[src/rtl/frt_pkg.sv]
package frt_pkg;
  localparam int unsigned FRT_CNT_W = 16;
  localparam int unsigned FRT_SEL_W = 3;
  localparam int unsigned FRT_PS_W  = (1 << FRT_SEL_W) - 1;

  typedef enum logic [FRT_SEL_W-1:0] {
    DIV_2   = 3'd0,
    DIV_4   = 3'd1,
    DIV_8   = 3'd2,
    DIV_16  = 3'd3,
    DIV_32  = 3'd4,
    DIV_64  = 3'd5,
    DIV_128 = 3'd6,
    DIV_RSV = 3'd7
  } div_code_e;
endpackage

[src/rtl/frt_prescaler.sv]
module frt_prescaler #(
  parameter int unsigned SEL_W = frt_pkg::FRT_SEL_W,
  parameter int unsigned PS_W  = frt_pkg::FRT_PS_W
) (
  input  logic             clk,
  input  logic             rst_n,
  input  logic             run,
  input  logic             restart,
  input  logic [SEL_W-1:0] sel,
  output logic             tick
);
  logic [PS_W-1:0] phase;
  logic [PS_W-1:0] limit;

  // terminal phase value for each select code; out-of-range codes fall back to /2
  always_comb begin
    if (int'(sel) < int'(PS_W))
      limit = PS_W'((1 << (int'(sel) + 1)) - 1);
    else
      limit = PS_W'(1);
  end

  assign tick = run && !restart && (phase >= limit);

  always_ff @(posedge clk) begin
    if (!rst_n)
      phase <= '0;
    else if (!run || restart || tick)
      phase <= '0;
    else
      phase <= phase + 1'b1;
  end
endmodule

[src/rtl/frt_counter.sv]
module frt_counter #(
  parameter int unsigned CNT_W = frt_pkg::FRT_CNT_W
) (
  input  logic             clk,
  input  logic             rst_n,
  input  logic             tick,
  input  logic             restart,
  input  logic             clr_mode,
  input  logic             match,
  output logic [CNT_W-1:0] count,
  output logic             wrap
);
  logic pend;
  logic load_zero;

  assign load_zero = clr_mode && (pend || match);
  assign wrap      = tick && !restart && !load_zero && (&count);

  always_ff @(posedge clk) begin
    if (!rst_n) begin
      count <= '0;
      pend  <= 1'b0;
    end else if (restart) begin
      count <= '0;
      pend  <= 1'b0;
    end else if (tick) begin
      pend  <= 1'b0;
      count <= load_zero ? '0 : count + 1'b1;
    end else if (clr_mode && match) begin
      pend <= 1'b1;
    end
  end

  assert_clear_R5: assert property (@(posedge clk) disable iff (!rst_n)
    restart |=> count == '0);

  assert_hold_R4: assert property (@(posedge clk) disable iff (!rst_n)
    (!tick && !restart) |=> $stable(count));

  assert_step_R2: assert property (@(posedge clk) disable iff (!rst_n)
    (tick && !restart && !clr_mode) |=> count == $past(count) + 1'b1);

  assert_match_zero_R9: assert property (@(posedge clk) disable iff (!rst_n)
    (tick && !restart && clr_mode && match) |=> count == '0);
endmodule

[src/rtl/frt_ovf.sv]
module frt_ovf (
  input  logic clk,
  input  logic rst_n,
  input  logic set_evt,
  input  logic ack,
  input  logic irq_en,
  output logic flag,
  output logic irq
);
  always_ff @(posedge clk) begin
    if (!rst_n)
      flag <= 1'b0;
    else if (set_evt)
      flag <= 1'b1;
    else if (ack)
      flag <= 1'b0;
  end

  assign irq = flag & irq_en;

  assert_ovf_set_R6: assert property (@(posedge clk) disable iff (!rst_n)
    set_evt |=> flag);

  assert_ovf_sticky_R8: assert property (@(posedge clk) disable iff (!rst_n)
    (flag && !ack) |=> flag);

  assert_irq_quiet_R7: assert property (@(posedge clk) disable iff (!rst_n)
    !flag |-> !irq);
endmodule

[src/rtl/frt_timebase.sv]
module frt_timebase #(
  parameter int unsigned CNT_W = frt_pkg::FRT_CNT_W,
  parameter int unsigned SEL_W = frt_pkg::FRT_SEL_W
) (
  input  logic             clk,
  input  logic             rst_n,
  input  logic [SEL_W-1:0] div_sel,
  input  logic             run,
  input  logic             sw_clear,
  input  logic             clr_on_match,
  input  logic             cmp0_match,
  input  logic             ovf_irq_en,
  input  logic             ovf_ack,
  output logic [CNT_W-1:0] count,
  output logic             ovf_flag,
  output logic             ovf_irq
);
  localparam int unsigned PS_W = (1 << SEL_W) - 1;

  logic tick;
  logic wrap;

  frt_prescaler #(.SEL_W(SEL_W), .PS_W(PS_W)) u_ps (
    .clk(clk), .rst_n(rst_n), .run(run), .restart(sw_clear),
    .sel(div_sel), .tick(tick)
  );

  frt_counter #(.CNT_W(CNT_W)) u_cnt (
    .clk(clk), .rst_n(rst_n), .tick(tick), .restart(sw_clear),
    .clr_mode(clr_on_match), .match(cmp0_match), .count(count), .wrap(wrap)
  );

  frt_ovf u_ovf (
    .clk(clk), .rst_n(rst_n), .set_evt(wrap), .ack(ovf_ack),
    .irq_en(ovf_irq_en), .flag(ovf_flag), .irq(ovf_irq)
  );

  assert_stop_hold_R4: assert property (@(posedge clk) disable iff (!rst_n)
    (!run && !sw_clear) |=> $stable(count));

  assert_ovf_priority_R8: assert property (@(posedge clk) disable iff (!rst_n)
    (wrap && ovf_ack) |=> ovf_flag);
endmodule

[config.mk]
export PLATFORM = sky130hd
export DESIGN_NAME = frt_timebase
export DESIGN_NICKNAME = d
export VERILOG_FILES = /design/src/rtl/frt_pkg.sv /design/src/rtl/frt_prescaler.sv /design/src/rtl/frt_counter.sv /design/src/rtl/frt_ovf.sv /design/src/rtl/frt_timebase.sv
export SDC_FILE = /design/constraint.sdc
export NUM_CORES = 1
export LEC_CHECK = 0
export BUFFER_PORTS_ARGS = -buffer_cell sky130_fd_sc_hd__buf_2
export CAP_MARGIN = 20
export CORE_MARGIN = 4
export CORE_UTILIZATION = 48
export CTS_BUF_LIST = sky130_fd_sc_hd__clkbuf_16
export DETAILED_ROUTE_END_ITERATION = 10
export PLACE_DENSITY = 0.84
export SKIP_LAST_GASP = 1
export SYNTH_ARGS = -nofsm -noshare
export SYNTH_HDL_FRONTEND = slang
export SYNTH_HIERARCHICAL = 1
export SYNTH_SLANG_ARGS = --single-unit
[constraint.sdc]
create_clock -name clk -period 3.1 [get_ports clk]
set_clock_uncertainty 0.05 [all_clocks]
set_input_delay 0.31 -clock clk [delete_from_list [all_inputs] [get_ports clk]]
set_output_delay 0.31 -clock clk [all_outputs]
set_load 0.01 [all_outputs]
==> flow_summary.yaml <==
critical_path:
  start_kind: "input pin"
  r2r-end: "u_cnt/count[13]"
  worstPathArrival_ns: 3.02
  cpPeakStageDelay_ns: 0.37
  ff2ff_setup_slack_ns: 0.61
  cp_max_fo: 6
  critical_path_required_ns: 3.24
  path_delay_family: "simple AND/OR/NAND/NOR gates"
  rr_startpoint: "u_ps/phase[0]"
  crit_path_top_delay_cell: "or3_1"
  endpoint_kind: "flop"
  r2r.worst_path.cells: 10
  cp_num_buf_inv: 1
  crit_type: "in -> reg"
  crit_chain: "buf_2 -> or3_1 -> ha_1 -> nand2_1 -> o21ai_0 -> ha_1 -> nand4_1 -> o31ai_4 -> and3b_2 -> and4_1 -> nand3_2 -> or3_1 -> a21oi_1"
floorplan:
  die_area_sq_mm: 0.00381
  die_width_microns: 61.7
  rows: 19
  start_util_pct: 50.3
  coreArea_sq_mm: 0.00276
  io_pins: 29
  die_h_microns: 61.7
cts:
  postCtsHoldBufs: 0
  cts_max_level: 1
  cts_resized: 0
  cts_tree: "built"
  clockRootBuffer: "clkbuf_16"
  cts.sinks: 25
  clock_latency_ns: 0.26
  clockBufferDepth: 2
  cts_setup_buffers: 0
  numCtsBuffers: 3
  clk_pin_slew_ns: 0.06
outcome:
  status: "completed"
power_and_ir_drop:
  p_per_area_mw_per_mm2: 403
  total_power_uw: 659
  peakVddDrop_uv: 362
  power_leakage_nw: 0.701
sta:
  layout_setup_ws_ns: 0.227
  tns_ns: 0
  fin_crit_sh_pct: 92.7
  min_period_ns: 2.87
  holdWs_ns: 0.255
  slew_violations: 0
  finalSetupViolations: 0
  hold_viol: 0
  rsz0062_at_grt: "no"
  max_clock_freq_mhz: 348
yosys:
  syn_area_per_cell_sq_um: 9.18
  synth-edff-count: 0
  synthSimpleGateAreaFrac_pct: 28.0
  yosysTopAreaCellShare_pct: 36.1
  ys.flop_type: "dfxtp_1"
  synth-seq-area-share_pct: 36.1
  netlist_instances: 151
  synth_xor_area_share_pct: 11.4
  synth_seq_cells: 25
  yosys-top-cells-area: "dfxtp_1 (36%), ha_1 (9.0%), xor2_1 (8.8%)"
  synth.most_common_cell: "dfxtp_1"
  synth_cell_types: 35
  yosysWarnings: 6
  yosysTopAreaCell: "dfxtp_1"
  synth_adder_area_share_pct: 9.75
  synth_commonest_cells: "dfxtp_1 (25), nor2_1 (15), xor2_1 (14)"
  synthMuxAreaShare_pct: 0.722
  postSynth.asyncResetShare_pct: 0
  synth_top_family_by_area: "simple AND/OR/NAND/NOR gates"
  synth_area_sq_mm: 0.00139
  synth_compound_area_share_pct: 10.0
routing:
  firstDrtPassIters: 4
  vias_per_cell: 5.46
  num_vias: 1169
  drc_errors: 0
  ant_nets: 0
  wl_per_cell_microns: 13.7
  routed_wl_mm: 2.94
  drtIter0Drc: 19
placement:
  pre_cts_ws_ns: -0.0591
  dp.cells: 210
  hpwl_mm: 2.25
  place_area_sq_mm: 0.00156
  portBuffers: 28
  gp_congestion: 0.727
hold_path:
  min_to: "u_ovf/flag"
  min_from: "rst_n"
  hold_class: "in -> reg"
  min_path_cells: 2
global_route:
  grt_max_degree: 15
  overflow: 0
  grt_usage_pct: 18.0
  grt_pass1_wl_mm: 5.20
  antenna_found_initial: 0
  grt_pass1_vias: 1174
cells_and_area:
  fill_cells: 261
  fin_cells: 214
  nets: 205
  syn2layout_area_growth_pct: 18.1
  utilization_pct: 59.4
  antennaDiodeCount: 0
  fin_area_sq_mm: 0.00164
  drive_above_1_share_pct: 24.0
run:
  max_cap_violations: 0
## report_power, final
part	switching [mW]	internal [mW]	total (mW)
clock network	0.112	0.173	0.285
logic	0.0285	0.0223	0.0508
registers	0.00129	0.322	0.324
## layer usage
layer  global-route usage (%)  up-vias  part of all wire (%)
met2                     30.3       29                    47
li1                         -      595                     -
met5                        0        -                     0
met1                     23.4      540                    46
met4                     6.36        0                   1.4
met3                     2.69        5                   4.8
## final cells by class
| type | instances | area, sq um | share of cell area [%] |
|---|---|---|---|
| inverter | 3 | 11.3 | 0.688 |
| multi-input combinational | 119 | 838 | 51.2 |
| tap | 31 | 38.8 | 2.37 |
| timing repair buffer | 32 | 170 | 10.4 |
| clock buffer | 3 | 75.1 | 4.58 |
| clock inverter | 1 | 3.75 | 0.229 |
| sequential | 25 | 500 | 30.6 |
## worst max path at each step
stage / slack, ns / start / end / cells after the start
detailed placement: -0.06 / div_sel[1] / u_cnt/count[14] / 13
CTS: 0.17 / div_sel[1] / u_cnt/count[14] / 13
global placement: 0.07 / div_sel[1] / u_cnt/count[14] / 13
global route: 0.005 / div_sel[1] / u_cnt/count[13] / 13
floorplan: 0.06 / div_sel[1] / u_cnt/count[13] / 14
finish: 0.23 / div_sel[1] / u_cnt/count[13] / 13
## cell usage in the layout (no fill, tap or decap), types with 2 or more instances in the layout
| cell | instances |
|---|---|
| nand2_1 | 5 |
| ha_1 | 10 |
| o21ai_0 | 5 |
| or3_1 | 4 |
| clkbuf_16 | 3 |
| buf_2 | 28 |
| nor3_1 | 9 |
| xor2_1 | 14 |
| nand2b_1 | 4 |
| nor2_1 | 15 |
| a21oi_1 | 5 |
| dfxtp_1 | 25 |
| xnor2_1 | 4 |
| conb_1 | 2 |
| o21a_1 | 3 |
| buf_4 | 4 |
| and4_1 | 2 |
| nand3_1 | 9 |
| and3_1 | 3 |
| inv_1 | 4 |
| nand3b_1 | 4 |
| nand4_1 | 7 |
## kinds of logic (layout without fill, tap and decap cells)
kind of cell | after synthesis | in the layout
AOI/OAI and AO/OA | 18 | 18
buffers and inverters | 8 | 39
and+or+nand+nor | 69 | 69
muxes | 1 | 1
xor gates and xnor gates | 18 | 18
other | 1 | 2
adders and majority gates | 11 | 11
DFF | 25 | 25
## state kept, by name, indices dropped and copies added, names as in the netlist
name         flops
u_ovf/flag       1
u_ps/phase       7
u_cnt/count     16
u_cnt/pend       1
Note: power is estimated with default switching activity, not from simulation.
